<file path="config.mk">
export PLATFORM = sky130hd
export DESIGN_NAME = word_unpacker
export DESIGN_NICKNAME = d
export VERILOG_FILES = /design/src/rtl/unpack_pkg.sv /design/src/rtl/unpack_dpath.sv /design/src/rtl/unpack_ctrl.sv /design/src/rtl/word_unpacker.sv
export SDC_FILE = /design/constraint.sdc
export NUM_CORES = 1
export LEC_CHECK = 0
export ABC_AREA = 1
export BUFFER_PORTS_ARGS = -buffer_cell sky130_fd_sc_hd__buf_2
export CAP_MARGIN = 20
export CORE_MARGIN = 2
export CORE_UTILIZATION = 34
export CTS_BUF_LIST = sky130_fd_sc_hd__clkbuf_8
export DETAILED_ROUTE_END_ITERATION = 6
export PLACE_DENSITY = 0.64
export SYNTH_ARGS = -nofsm -noshare
export SYNTH_HDL_FRONTEND = slang
export SYNTH_HIERARCHICAL = 1
export SYNTH_SLANG_ARGS = --single-unit
</file>
<file path="constraint.sdc">
create_clock -name clk -period 1.4 [get_ports clk]
set_clock_uncertainty 0.05 [all_clocks]
set_input_delay 0.07 -clock clk [delete_from_list [all_inputs] [get_ports clk]]
set_output_delay 0.07 -clock clk [all_outputs]
set_load 0.005 [all_outputs]
</file>
<file path="src/rtl/unpack_pkg.sv">
package unpack_pkg;
  // strobes from control to datapath
  typedef struct packed {
    logic load;   // capture a new word
    logic step;   // current byte handed off, move to next lane
  } unpackStrobe_t;
endpackage

</file>
<file path="src/rtl/unpack_dpath.sv">
module unpack_dpath
  import unpack_pkg::*;
#(
  parameter int WORD_W = 32,
  parameter int BYTE_W = 8,
  parameter int MARK_BASE = 8'h80
) (
  input  logic                clk,
  input  logic                rstN,
  input  unpackStrobe_t       strobe,
  input  logic [WORD_W-1:0]   inWord,
  output logic [BYTE_W-1:0]   outByte,
  output logic                lastLane
);
  localparam int LANES = WORD_W / BYTE_W;
  localparam int IDX_W = $clog2(LANES);

  logic [LANES-1:1]  shortHit;
  logic [IDX_W-1:0]  newLast;
  logic [WORD_W-1:0] holdWord;
  logic [IDX_W-1:0]  lastIdx;
  logic [IDX_W-1:0]  curIdx;

  // one marker test per short length k: top LANES-k lanes equal MARK_BASE+k-1
  for (genvar k = 1; k < LANES; k++) begin : g_mark
    localparam logic [BYTE_W-1:0] MK = BYTE_W'(MARK_BASE + k - 1);
    assign shortHit[k] = (inWord[WORD_W-1:k*BYTE_W] == {(LANES-k){MK}});
  end

  // shortest length wins; raw full word when nothing matches
  always_comb begin
    newLast = IDX_W'(LANES - 1);
    for (int k = LANES - 1; k >= 1; k--) begin
      if (shortHit[k]) newLast = IDX_W'(k - 1);
    end
  end

  always_ff @(posedge clk) begin
    if (!rstN) begin
      holdWord <= '0;
      lastIdx  <= '0;
      curIdx   <= '0;
    end else if (strobe.load) begin
      holdWord <= inWord;
      lastIdx  <= newLast;
      curIdx   <= '0;
    end else if (strobe.step) begin
      curIdx   <= curIdx + 1'b1;
    end
  end

  assign outByte  = holdWord[curIdx*BYTE_W +: BYTE_W];
  assign lastLane = (curIdx == lastIdx);

  AST_ONE_MARK: assert property (@(posedge clk) disable iff (!rstN)
    strobe.load && (inWord[WORD_W-1:BYTE_W] == {(LANES-1){BYTE_W'(MARK_BASE)}})
    |=> lastLane);

  AST_FIRST_LANE: assert property (@(posedge clk) disable iff (!rstN)
    strobe.load |=> (outByte == $past(inWord[BYTE_W-1:0])));
endmodule

</file>
<file path="src/rtl/unpack_ctrl.sv">
module unpack_ctrl
  import unpack_pkg::*;
(
  input  logic          clk,
  input  logic          rstN,
  input  logic          inValid,
  input  logic          outReady,
  input  logic          lastLane,
  output logic          inReady,
  output logic          outValid,
  output unpackStrobe_t strobe
);
  logic busy;

  assign inReady     = !busy;
  assign outValid    = busy;
  assign strobe.load = inValid && !busy;
  assign strobe.step = busy && outReady;

  always_ff @(posedge clk) begin
    if (!rstN)                          busy <= 1'b0;
    else if (strobe.load)               busy <= 1'b1;
    else if (strobe.step && lastLane)   busy <= 1'b0;
  end

  AST_LOAD_BUSY: assert property (@(posedge clk) disable iff (!rstN)
    strobe.load |=> (outValid && !inReady));

  AST_STALL_KEEP: assert property (@(posedge clk) disable iff (!rstN)
    (outValid && !outReady) |=> outValid);

  AST_RELEASE: assert property (@(posedge clk) disable iff (!rstN)
    (strobe.step && lastLane) |=> (inReady && !outValid));
endmodule

</file>
<file path="src/rtl/word_unpacker.sv">
module word_unpacker
  import unpack_pkg::*;
#(
  parameter int WORD_W = 32,
  parameter int BYTE_W = 8
) (
  input  logic              clk,
  input  logic              rstN,
  input  logic              inWordValid,
  output logic              inWordReady,
  input  logic [WORD_W-1:0] inWord,
  output logic              outByteValid,
  input  logic              outByteReady,
  output logic [BYTE_W-1:0] outByte,
  output logic              outLast
);
  unpackStrobe_t strobe;
  logic          lastLane;

  unpack_ctrl i_ctrl (
    .clk      (clk),
    .rstN     (rstN),
    .inValid  (inWordValid),
    .outReady (outByteReady),
    .lastLane (lastLane),
    .inReady  (inWordReady),
    .outValid (outByteValid),
    .strobe   (strobe)
  );

  unpack_dpath #(.WORD_W(WORD_W), .BYTE_W(BYTE_W)) i_dpath (
    .clk      (clk),
    .rstN     (rstN),
    .strobe   (strobe),
    .inWord   (inWord),
    .outByte  (outByte),
    .lastLane (lastLane)
  );

  assign outLast = outByteValid && lastLane;

  AST_BYTE_STABLE: assert property (@(posedge clk) disable iff (!rstN)
    (outByteValid && !outByteReady) |=> ($stable(outByte) && $stable(outLast)));

  AST_READY_IDLE: assert property (@(posedge clk) disable iff (!rstN)
    inWordReady |-> !outByteValid);
endmodule

</file>
* After elaboration in Yosys (flattened, before gate mapping) *
Cells that the tools add are included.

word-level totals
  output and inout bits = 11
  word-level logic and storage cells = 23
  input port bits = 36
  bits in registers = 37

operators by class
  reduce and logical (&&, ||, !) cells = 7
  multiplexer cells = 5
  shift-type cells = 1
  eq/ne operators = 4
  add/sub/neg operators = 1
  bitwise logic cells = 1

operators by type and width
  kind                  number
  $shiftx 32x6->8       1
  $eq 24x24->1 const B  1
  $eq 16x16->1 const B  1
  $eq 8x8->1 const B    1
  $logic_and 1x1->1     4
  $mux 2                2
  $mux 1                3
  $add 2x1->2 const B   1
  $eq 2x2->1            1
  $reduce_bool 2->1     1
  $reduce_or 2->1       1
  $logic_not 1->1       1
  $not 1->1             1

* Longest topological paths before layout *
Gate-level depths: netlist (run 1).

  word-level depth = 4
  depth in mapped cells = 7
  gate-level depth less buffers = 7

* Cells and area by module *
The synthesis (run 1) kept the hierarchy.

by module, submodules not included
  module         area each (um2)  times used  cells each  seq. area each (um2)
  unpack_dpath   1498.9           1           175         720.7
  unpack_ctrl    57.6             1           10          20.0
  word_unpacker  7.5              1           2           0.0

* Worst setup path before layout (run 1) *
OpenSTA, ideal clock, no wires.

  path type = flip-flop to flip-flop
  from = reg i_ctrl.busy (netlist: i_ctrl/outValid)
  to = reg i_dpath.holdWord[10]
  data required time = 1.233 ns
  slack = 0.242 ns
  data arrival time = 0.991 ns
  stages on the path, launching flop included = 6
  library setup time = 0.117 ns
  buffers on the path = 1
  period minus slack after synthesis = 1.158 ns
  cells stage by stage = dfxtp_1 > nor2_1 > nand2_1 > inv_2 > buf_6 > a22o_1

RTL lines
  what                      RTL line            source
  start: declaration        unpack_ctrl.sv:13   logic busy;
  start signal: assignment  unpack_ctrl.sv:21   if (!rstN) busy <= 1'b0;
  start signal: assignment  unpack_ctrl.sv:22   else if (strobe.load) busy <= 1'b1;
  start signal: assignment  unpack_ctrl.sv:23   else if (strobe.step && lastLane) busy <= 1'b0;
  end signal: assignment    unpack_dpath.sv:44  holdWord <= inWord;
  end: declaration          unpack_dpath.sv:20  logic [WORD_W-1:0] holdWord;

* Worst setup path after layout (run 1) *
  from = reg i_dpath.curIdx[0]
  to = out outByte[0]

between the ends
  cells in the longest elaborated chain, start to end = 1

RTL lines
  what                      RTL line             source
  start: declaration        unpack_dpath.sv:22   logic [IDX_W-1:0] curIdx;
  start signal: assignment  unpack_dpath.sv:48   curIdx <= curIdx + 1'b1;
  $shiftx 32x6->8           unpack_dpath.sv:52   assign outByte = holdWord[curIdx*BYTE_W +: BYTE_W];
  end: declaration          word_unpacker.sv:14  output logic [BYTE_W-1:0] outByte,

No other way between the ends.

==> results.yml, run 1 <==
clocking:
  root_buffer: "clkbuf_8"
  path_clk_slew_ps: 80
  cts_sinks: 37
  tritoncts: "yes"
  insertion_delay_ps: 290
  cts_buffers: 5
  cts_buffer_depth: 2
  h-tree-depth: 2
worst_setup_path:
  critPathMaxFanout: 7
  end_kind: "output port"
  required_ps: 1280
  r2r_slack_ps: 40
  critical_path_class: "reg -> out"
  cp.arrival_ps: 1300
  critPathLaunchType: "flip-flop"
cells_and_area:
  final_util_pct: 53.03
  drive_above_1_share_pct: 28.21
  nFillCells: 440
  fin_nets: 308
  multiInputGateArea_um2: 715.7
  diodes: 0
  syn_to_final_growth_pct: 48.64
  final-seq-area_um2: 748.2
floorplanning:
  core_area_um2: 4384
  boundaryPins: 47
  rows: 24
  chipWidth_um: 71.83
  design.die.area_um2: 5159
  start_util_pct: 35.67
  die_h_um: 71.83
synth:
  synth_cell_types: 20
  synth_cells: 187
  yosysTopAreaCell: "dfxtp_1"
  ys_seq_elements: 37
  syn_area_um2: 1564
  synth_top_area_share_pct: 47.36
  ys_warn_count: 6
  avgSynthCellArea_um2: 8.364
  synth_edf_count: 0
  synth_area_leaders: "dfxtp_1, a22o_1, nor2_1, o21ai_0, nand2_1"
  yosysSeqAreaShare_pct: 47.36
  synthArstFlopShare_pct: 0
  yosys_most_used_dff: "dfxtp_1"
  synth_nets: 223
drt:
  drc_errors: 0
  num_vias: 1602
  first_pass_iters: 4
  antenna_left: 0
  routed_wl_um: 4438
  vias_per_cell: 4.929
  wl_per_cell_um: 13.66
  initialDrtViolationCount: 114
power_and_ir_drop:
  combPwrFrac_pct: 17.4
  ir_drop_mv: 0.6306
  clkPwrFrac_pct: 32.9
  power.density_nw_per_um2: 1002
  internal_power_uw: 1691
  p_switching_uw: 638.8
  p_total_uw: 2329
  seqPwrFrac_pct: 49.7
  p_leak_uw: 0.001078
  sw_frac_of_total_pct: 27.43
min_path:
  hp-class: "in -> reg"
sta:
  slew_viol_final: 0
  min_period_ps: 1424
  rsz0062_at_grt: "true"
  timing.fmax_ghz: 0.7022
  setup_tns_ps: -62.11
  finalSetupViolCount: 4
  min_period_over_period_pct: 101.7
  fin_ws_ps: -24.03
  tightest_slew_ps: 462.5
  hold_viol_final: 0
  slew_headroom_pct: 69.09
placed_design:
  dpl.hpwl_um: 2769
  portBuffers: 46
  gp_congestion: 0.7768
global_route:
  overflow: 0
  grt_pass1_wl_um: 6969
  antenna_found_initial: 0
  grt_max_degree: 31
  grt_pass1_vias: 1475
  track_usage_pct: 17.70
run:
  maxCapViolations: 0
outcome:
  violations: "setup timing"
  status: "complete, but fails checks"
-- kinds of logic (layout without fill, tap and decap cells) --
family                    count (synthesis)  after routing  synth area share, %
and+or+nand+nor                          65             66                16.80
DFF                                      37             37                47.36
xor gates and xnor gates                  2              2                1.120
buffers and inverters                    23            108                8.159
AOI/OAI and AO/OA                        60             60                26.56
-- final cells by class --
| class | instances | area share [%] |
|---|---|---|
| Clock buffer | 5 | 2.960 |
| Clock inverter | 3 | 0.9688 |
| Sequential cell | 37 | 32.19 |
| Inverter | 13 | 2.207 |
| Multi-Input combinational cell | 128 | 30.79 |
| Tap cell | 52 | 2.799 |
| Timing Repair Buffer | 87 | 28.09 |
-- metal layers --
metal	track usage, %	wire (µm)
met5	0	0
met4	6.499	72
met3	4.782	233
met2	27.78	2119
met1	23.33	2013
-- stage by stage --
step | std cells | setup slack, ps | hold slack (ps) | cell area [µm²]
finish | 325 | -24.03 | 14.29 | 2325
global route | 325 | -106.7 | 20.96 | 2325
floorplan | 187 | 242.4 | 130.2 | 1564
global placement | 282 | -39.56 | 245.1 | 1846
CTS | 322 | -36.17 | 10.46 | 2260
detailed placement | 282 | -38.30 | 246.5 | 1846
-- critical path, stage by stage (launching register included) --
cell and delay (ps):
dfxtp_4 370, buf_8 130, buf_12 130, o21ai_0 150, o22ai_1 100, buf_2 130
-- sequential cells by signal (all words and copies together), names as in the netlist --
signal / cells
i_ctrl/outValid: 1
i_dpath/holdWord: 32
i_dpath/lastIdx: 2
i_dpath/curIdx: 2
-- power groups by stage --
stage | sequential [µW] | combinational, µW | clock [µW]
6_report | 1160 | 406 | 766
3_5_place_dp | 1180 | 313 | 0
5_1_grt | 1170 | 446 | 837
4_1_cts | 1160 | 387 | 778
3_3_place_gp | 1180 | 311 | 0
2_1_floorplan | 1170 | 187 | 0
-- path summary, 6_finish.rpt --
kind	end	cells past startpoint	from
min	i_dpath/holdWord[22]	3	inWord[22]
max	outByte[0]	5	i_dpath/curIdx[0]
min reg2reg	i_dpath/holdWord[15]	2	i_dpath/holdWord[15]
max reg2reg	i_ctrl/outValid	4	i_ctrl/outValid
-- Yosys cell counts (2+ instances only) --
library cell,count
dfxtp_1,37
nor2_1,36
a22o_1,27
nand2_1,21
o21ai_0,21
inv_1,12
o22ai_1,8
nand3_1,5
buf_6,4
buf_2,3
buf_4,2
o21ai_1,2
xor2_1,2
-- cell usage in the layout, fill, tap and decap left out, types with 2 or more instances in the layout --
master	synthesis	layout
a22o_1	27	27
buf_8	0	2
clkbuf_8	0	5
nor2_4	1	2
o22ai_1	8	8
buf_2	3	46
nand3_1	5	5
inv_1	12	10
o21ai_0	21	16
clkinv_4	0	2
dfxtp_4	0	2
nor2_2	1	3
buf_12	0	2
nand2_1	21	21
dfxtp_1	37	35
dlygate4sd3_1	0	30
buf_4	2	7
o21ai_1	2	6
xor2_1	2	2
inv_2	1	2
nor2_1	36	34
-- repair_timing --
action,4_1_cts,5_1_grt
endpoints found under the setup margin,12,30
setup buffers,1,3
cloned,1,0
pin swaps,2,1
gates resized for setup,5,15
hold buffers,30,0
endpoints found under the hold margin,29,0
No activity file was read; power rests on OpenSTA's default activity.
==> inputs of run 2 (changes only) <==
--- a/config.mk
+++ b/config.mk
@@ -15,2 +15,3 @@
 export PLACE_DENSITY = 0.64
+export SETUP_SLACK_MARGIN = 0.3
 export SYNTH_ARGS = -nofsm -noshare
==> constraint.sdc (replaced) <==
create_clock -name clk -period 1.4 [get_ports clk]
set_clock_uncertainty 0.05 [all_clocks]
set_input_delay 0.21 -clock clk [delete_from_list [all_inputs] [get_ports clk]]
set_output_delay 0.21 -clock clk [all_outputs]
set_load 0.005 [all_outputs]
==> run 2 against run 1 <==
The flow still finishes with violations (setup timing). Critical path depth unchanged. Flip-flop and latch count unchanged. Final cell count down 7.7%. Routed wire length grew 4.1%. Worst setup slack worse by 73 ps. Critical endpoint is now outByte[4]. Highest routed layer unchanged.
==> results.yml, run 2 (same netlist as run 1, synthesis figures left out) <==
sta:
  min_period_ps: 1497
  worst_hold_slack_ps: 83.13
  min_period_over_period_pct: 106.9
  rsz0062_at_grt: "true"
  slew_viol_final: 0
  timing.fmax_ghz: 0.6680
  slew_headroom_pct: 80.77
  fin_ws_ps: -96.95
  finalSetupViolCount: 9
  tightest_slew_ps: 287.3
  hold_viol_final: 0
cells_and_area:
  largest_reg_flops: 32
  diodes: 0
  regMostFlops: "i_dpath/holdWord"
  reg_top3: "i_dpath/holdWord x32, i_dpath/curIdx x2, i_dpath/lastIdx x2"
  final_area_um2: 2266
  mostFrequentLayoutCell: "buf_2"
  fin_cells: 300
  fin_nets: 284
  final_util_pct: 51.68
  layout_common_cells: "buf_2, dfxtp_1, nor2_1, a22o_1, nand2_1"
  drive_above_1_share_pct: 41.13
  syn_to_final_growth_pct: 44.88
floorplanning:
  chipWidth_um: 71.83
  start_util_pct: 35.67
  design.die.area_um2: 5159
  core_area_um2: 4384
  die_h_um: 71.83
  boundaryPins: 47
  rows: 24
power_and_ir_drop:
  sw_frac_of_total_pct: 26.62
  power.density_nw_per_um2: 1042
  seqPwrFrac_pct: 49.7
  p_total_uw: 2361
  p_leak_uw: 0.001042
  p_switching_uw: 628.4
  clkPwrFrac_pct: 32.6
  ir_drop_mv: 0.5272
  combPwrFrac_pct: 17.7
  internal_power_uw: 1733
min_path:
  hold_start: "inWord[5]"
  min_to: "i_dpath/holdWord[5]"
  hold_path_depth: 2
  hp-class: "in -> reg"
worst_setup_path:
  reg2reg_depth: 6
  critPathMaxFanout: 8
  critical_path_class: "reg -> out"
  r2r_start: "i_ctrl/outValid"
  critPathLaunchType: "flip-flop"
  end_kind: "output port"
  cp.arrival_ps: 1240
  r2r_slack_ps: 210
  required_ps: 1140
  r2r_end: "i_dpath/holdWord[8]"
placed_design:
  portBuffers: 46
  gp_congestion: 0.8076
  dpl.hpwl_um: 2820
  place_area_um2: 1862
  dpl.cell_count: 282
drt:
  routed_wl_um: 4620
  vias_per_cell: 5.143
  drc_errors: 0
  first_pass_iters: 4
  wl_per_cell_um: 15.40
  antenna_left: 0
  num_vias: 1543
  initialDrtViolationCount: 159
clocking:
  insertion_delay_ps: 290
  tritoncts: "yes"
  path_clk_slew_ps: 80
  cts_buffers: 5
  cts_buffer_depth: 2
  h-tree-depth: 2
  root_buffer: "clkbuf_8"
  holdBufCountCts: 0
  cts_sinks: 37
global_route:
  grt_pass1_wl_um: 6955
  antenna_found_initial: 0
  grt_max_degree: 37
  grt_pass1_vias: 1489
  overflow: 0
  track_usage_pct: 17.45
outcome:
  violations: "setup timing"
  status: "complete, but fails checks"
run:
  maxCapViolations: 0
[run 2: changes by cell type in the layout (fill, tap and decap cells not counted), sizes merged]
| cell | previous run | this run |
|---|---|---|
| dlygate4sd3 | 30 | 0 |
| clkinv | 3 | 0 |
| nor2 | 39 | 38 |
| clkinvlp | 0 | 1 |
| clkbuf | 5 | 9 |
| buf | 57 | 61 |
[run 2: layer usage]
metal | GRT usage (%) | up-vias | share of wire [%]
li1 | - | 775 | -
met4 | 7.757 | 0 | 1.7
met2 | 25.72 | 51 | 46
met3 | 4.219 | 6 | 5.8
met5 | 0 | - | 0
met1 | 24.15 | 711 | 47
[run 2: layout make-up]
cell class	instances	area, µm²
Clock inverter	1	7.507
Timing Repair Buffer	64	521.8
Fill cell	403	2118
Clock buffer	6	82.58
Inverter	13	56.30
Sequential cell	37	752.0
Tap cell	52	65.06
Multi-Input combinational cell	127	780.7
[run 2: what timing repair did]
action,CTS,global route
cloned,1,4
resized for setup,34,30
buffers inserted,3,3
endpoints found under the setup margin,41,43
pin swaps,22,29
[run 2: how the worst max path moves through the flow]
| stage | start | end | slack, ps |
|---|---|---|---|
| finish | i_dpath/curIdx[0] | outByte[4] | -100 |
| global route | i_dpath/curIdx[0] | outByte[1] | -150 |
| CTS | i_dpath/curIdx[0] | outByte[0] | -80 |
| detailed placement | i_dpath/curIdx[0] | outByte[2] | 50 |
| global placement | i_dpath/curIdx[1] | outByte[1] | 60 |
| floorplan | i_dpath/curIdx[0] | outByte[0] | 310 |
[run 2: power by group through the flow]
stage	registers, µW	logic (µW)	clock network (µW)
floorplan	1170	188	0
global placement	1190	313	0
detailed placement	1190	318	0
CTS	1160	359	780
global route	1180	461	833
finish	1170	419	770
[run 2: metrics by stage]
stage	TNS, ps	worst slack, ps
2_1_floorplan	0	305.3
3_3_place_gp	0	64.00
3_5_place_dp	0	49.06
4_1_cts	-604.9	-80.17
5_1_grt	-1128	-152.9
6_report	-626.5	-96.95
[run 2: worst max-delay path: stages, from the launching register on]
cell,delay (ps)
dfxtp_4,380
inv_4,70
buf_8,130
nor2_1,40
o22ai_1,170
buf_2,150
==> inputs of run 3 (changes only) <==
BUFFER_PORTS_ARGS = -buffer_cell sky130_fd_sc_hd__clkbuf_2   (was -buffer_cell sky130_fd_sc_hd__buf_2)
PLACE_DENSITY = default   (was 0.64)
PLACE_DENSITY_LB_ADDON = 0.15   (was default)
==> run 3 against run 2 <==
The run still ends with setup timing left. Total power rose by 8.8%. Clock power rose by 6.2%. Non-clock buffer count rose by 11. Flip-flop and latch count did not move. Routed wire length rose by 18%. Via count rose by 5.1%. Final cell count rose by 4.0%. Sequential share of layout area fell by 4.3 points. Critical path type unchanged. Largest cell class unchanged.
==> results.yml, run 3 (same netlist as run 1, synthesis figures left out) <==
clocking:
  h-tree-depth: 2
  tritoncts: "yes"
  cts_buffer_depth: 2
  cts_sinks: 37
  path_clk_slew_ps: 70
  insertion_delay_ps: 290
  cts_buffers: 5
  root_buffer: "clkbuf_8"
drt:
  antenna_left: 0
  first_pass_iters: 7
  drc_errors: 0
  num_vias: 1622
  vias_per_cell: 5.199
  wl_per_cell_um: 17.50
  initialDrtViolationCount: 69
  routed_wl_um: 5461
worst_setup_path:
  critPathMaxFanout: 8
  cpPeakStageDelay_ps: 380
  reg2reg_depth: 7
  critPathLaunchType: "flip-flop"
  end_kind: "output port"
  critical_path_class: "reg -> out"
  slowest_stage: "dfxtp_4"
  required_ps: 1140
  path_cells: "buf_8 -> o21ai_0 -> o22ai_2 -> buf_2"
  cp.arrival_ps: 1260
placed_design:
  dpl.cell_count: 283
  gp_congestion: 0.8115
  portBuffers: 46
  place_area_um2: 1882
  dpl.hpwl_um: 3119
global_route:
  met1_usage_pct: 29.64
  grt_pass1_vias: 1581
  grt_max_degree: 12
  use_met3_pct: 6.892
  grt_pass1_wl_um: 8487
  grt_use_met2_pct: 33.95
  track_usage_pct: 22.14
  busiest_layer: "met2"
  antenna_found_initial: 0
  overflow: 0
sta:
  hold_viol_final: 0
  min_period_over_period_pct: 108.5
  timing.fmax_ghz: 0.6584
  min_period_ps: 1519
  fin_ws_ps: -118.7
  rsz0062_at_grt: "true"
  slew_headroom_pct: 82.26
  tightest_slew_ps: 265.1
  finalSetupViolCount: 9
  slew_viol_final: 0
  worst_hold_slack_ps: 91.93
  setup_tns_ps: -801.0
cells_and_area:
  layout_common_cells: "clkbuf_2, dfxtp_1, a22o_1, nor2_1, nand2_1"
  regMostFlops: "i_dpath/holdWord"
  reg_top3: "i_dpath/holdWord x32, i_dpath/curIdx x2, i_dpath/lastIdx x2"
  final_area_um2: 2603
  nFillCells: 372
  fin_cells: 312
  fin_nets: 295
  syn_to_final_growth_pct: 66.40
  mostFrequentLayoutCell: "clkbuf_2"
  largest_reg_flops: 32
  drive_above_1_share_pct: 50.77
  diodes: 0
min_path:
  hp-class: "in -> reg"
  hold_path_depth: 2
power_and_ir_drop:
  power.density_nw_per_um2: 986.7
  p_leak_uw: 0.001180
  ir_drop_mv: 0.4710
floorplanning:
  core_area_um2: 4384
  design.die.area_um2: 5159
  die_h_um: 71.83
  chipWidth_um: 71.83
  rows: 24
  start_util_pct: 35.67
  boundaryPins: 47
outcome:
  violations: "setup timing"
  status: "complete, but fails checks"
run:
  maxCapViolations: 0
run 3: path summary, 6_finish.rpt:
| check | startpoint | end | slack, ps |
|---|---|---|---|
| max reg2reg | i_ctrl/outValid | i_dpath/holdWord[28] | 70 |
| min reg2reg | i_dpath/lastIdx[0] | i_dpath/lastIdx[0] | 420 |
| max | i_dpath/curIdx[0] | outByte[3] | -120 |
| min | inWord[5] | i_dpath/holdWord[5] | 90 |
run 3: final cells by class:
| cell class | count | area (µm²) | area share, % |
|---|---|---|---|
| clock buffers | 7 | 96.34 | 3.702 |
| clock inverters | 1 | 5.005 | 0.1923 |
| inverters | 13 | 66.31 | 2.548 |
| multi-input cells | 127 | 893.4 | 34.33 |
| flip-flops and latches | 37 | 752.0 | 28.89 |
| well taps | 52 | 65.06 | 2.500 |
| repair buffers | 75 | 724.4 | 27.84 |
run 3: through the flow:
stage                     util [%]  setup slack, ps  total power, µW
after floorplan                  -            305.3             1363
after global placement       42.92            57.12             1518
after detailed placement     42.92            45.77             1518
after CTS                    54.94           -105.3             2522
after global routing         59.36           -162.2             2694
final                        59.36           -118.7             2568
run 3: routing by layer:
metal	vias up	share of wire (%)	wire (µm)
li1	806	-	-
met1	760	44	2392
met2	52	49	2697
met3	4	6.0	325
met4	0	0.84	46
met5	-	0	0
run 3: where the power goes:
| group | total (µW) | switching, µW | internal, µW |
|---|---|---|---|
| combinational | 569 | 248 | 320 |
| sequential | 1180 | 61.2 | 1120 |
| clock | 818 | 373 | 445 |
| total | 2570 | 683 | 1890 |
run 3: critical path: cells and delay by family (launching register included):
kind / cells / cell delay [ps]
AO/OA/AOI/OAI: 2 / 310
flip-flops: 1 / 380
buffers and inverters: 2 / 280
run 3: repair_timing:
action | in CTS | in global routing
gates cloned | 9 | 0
endpoints found under the setup margin | 41 | 48
pin swaps | 35 | 15
gates resized for setup | 68 | 42
hold buffers | 0 | 0
setup buffers | 8 | 4
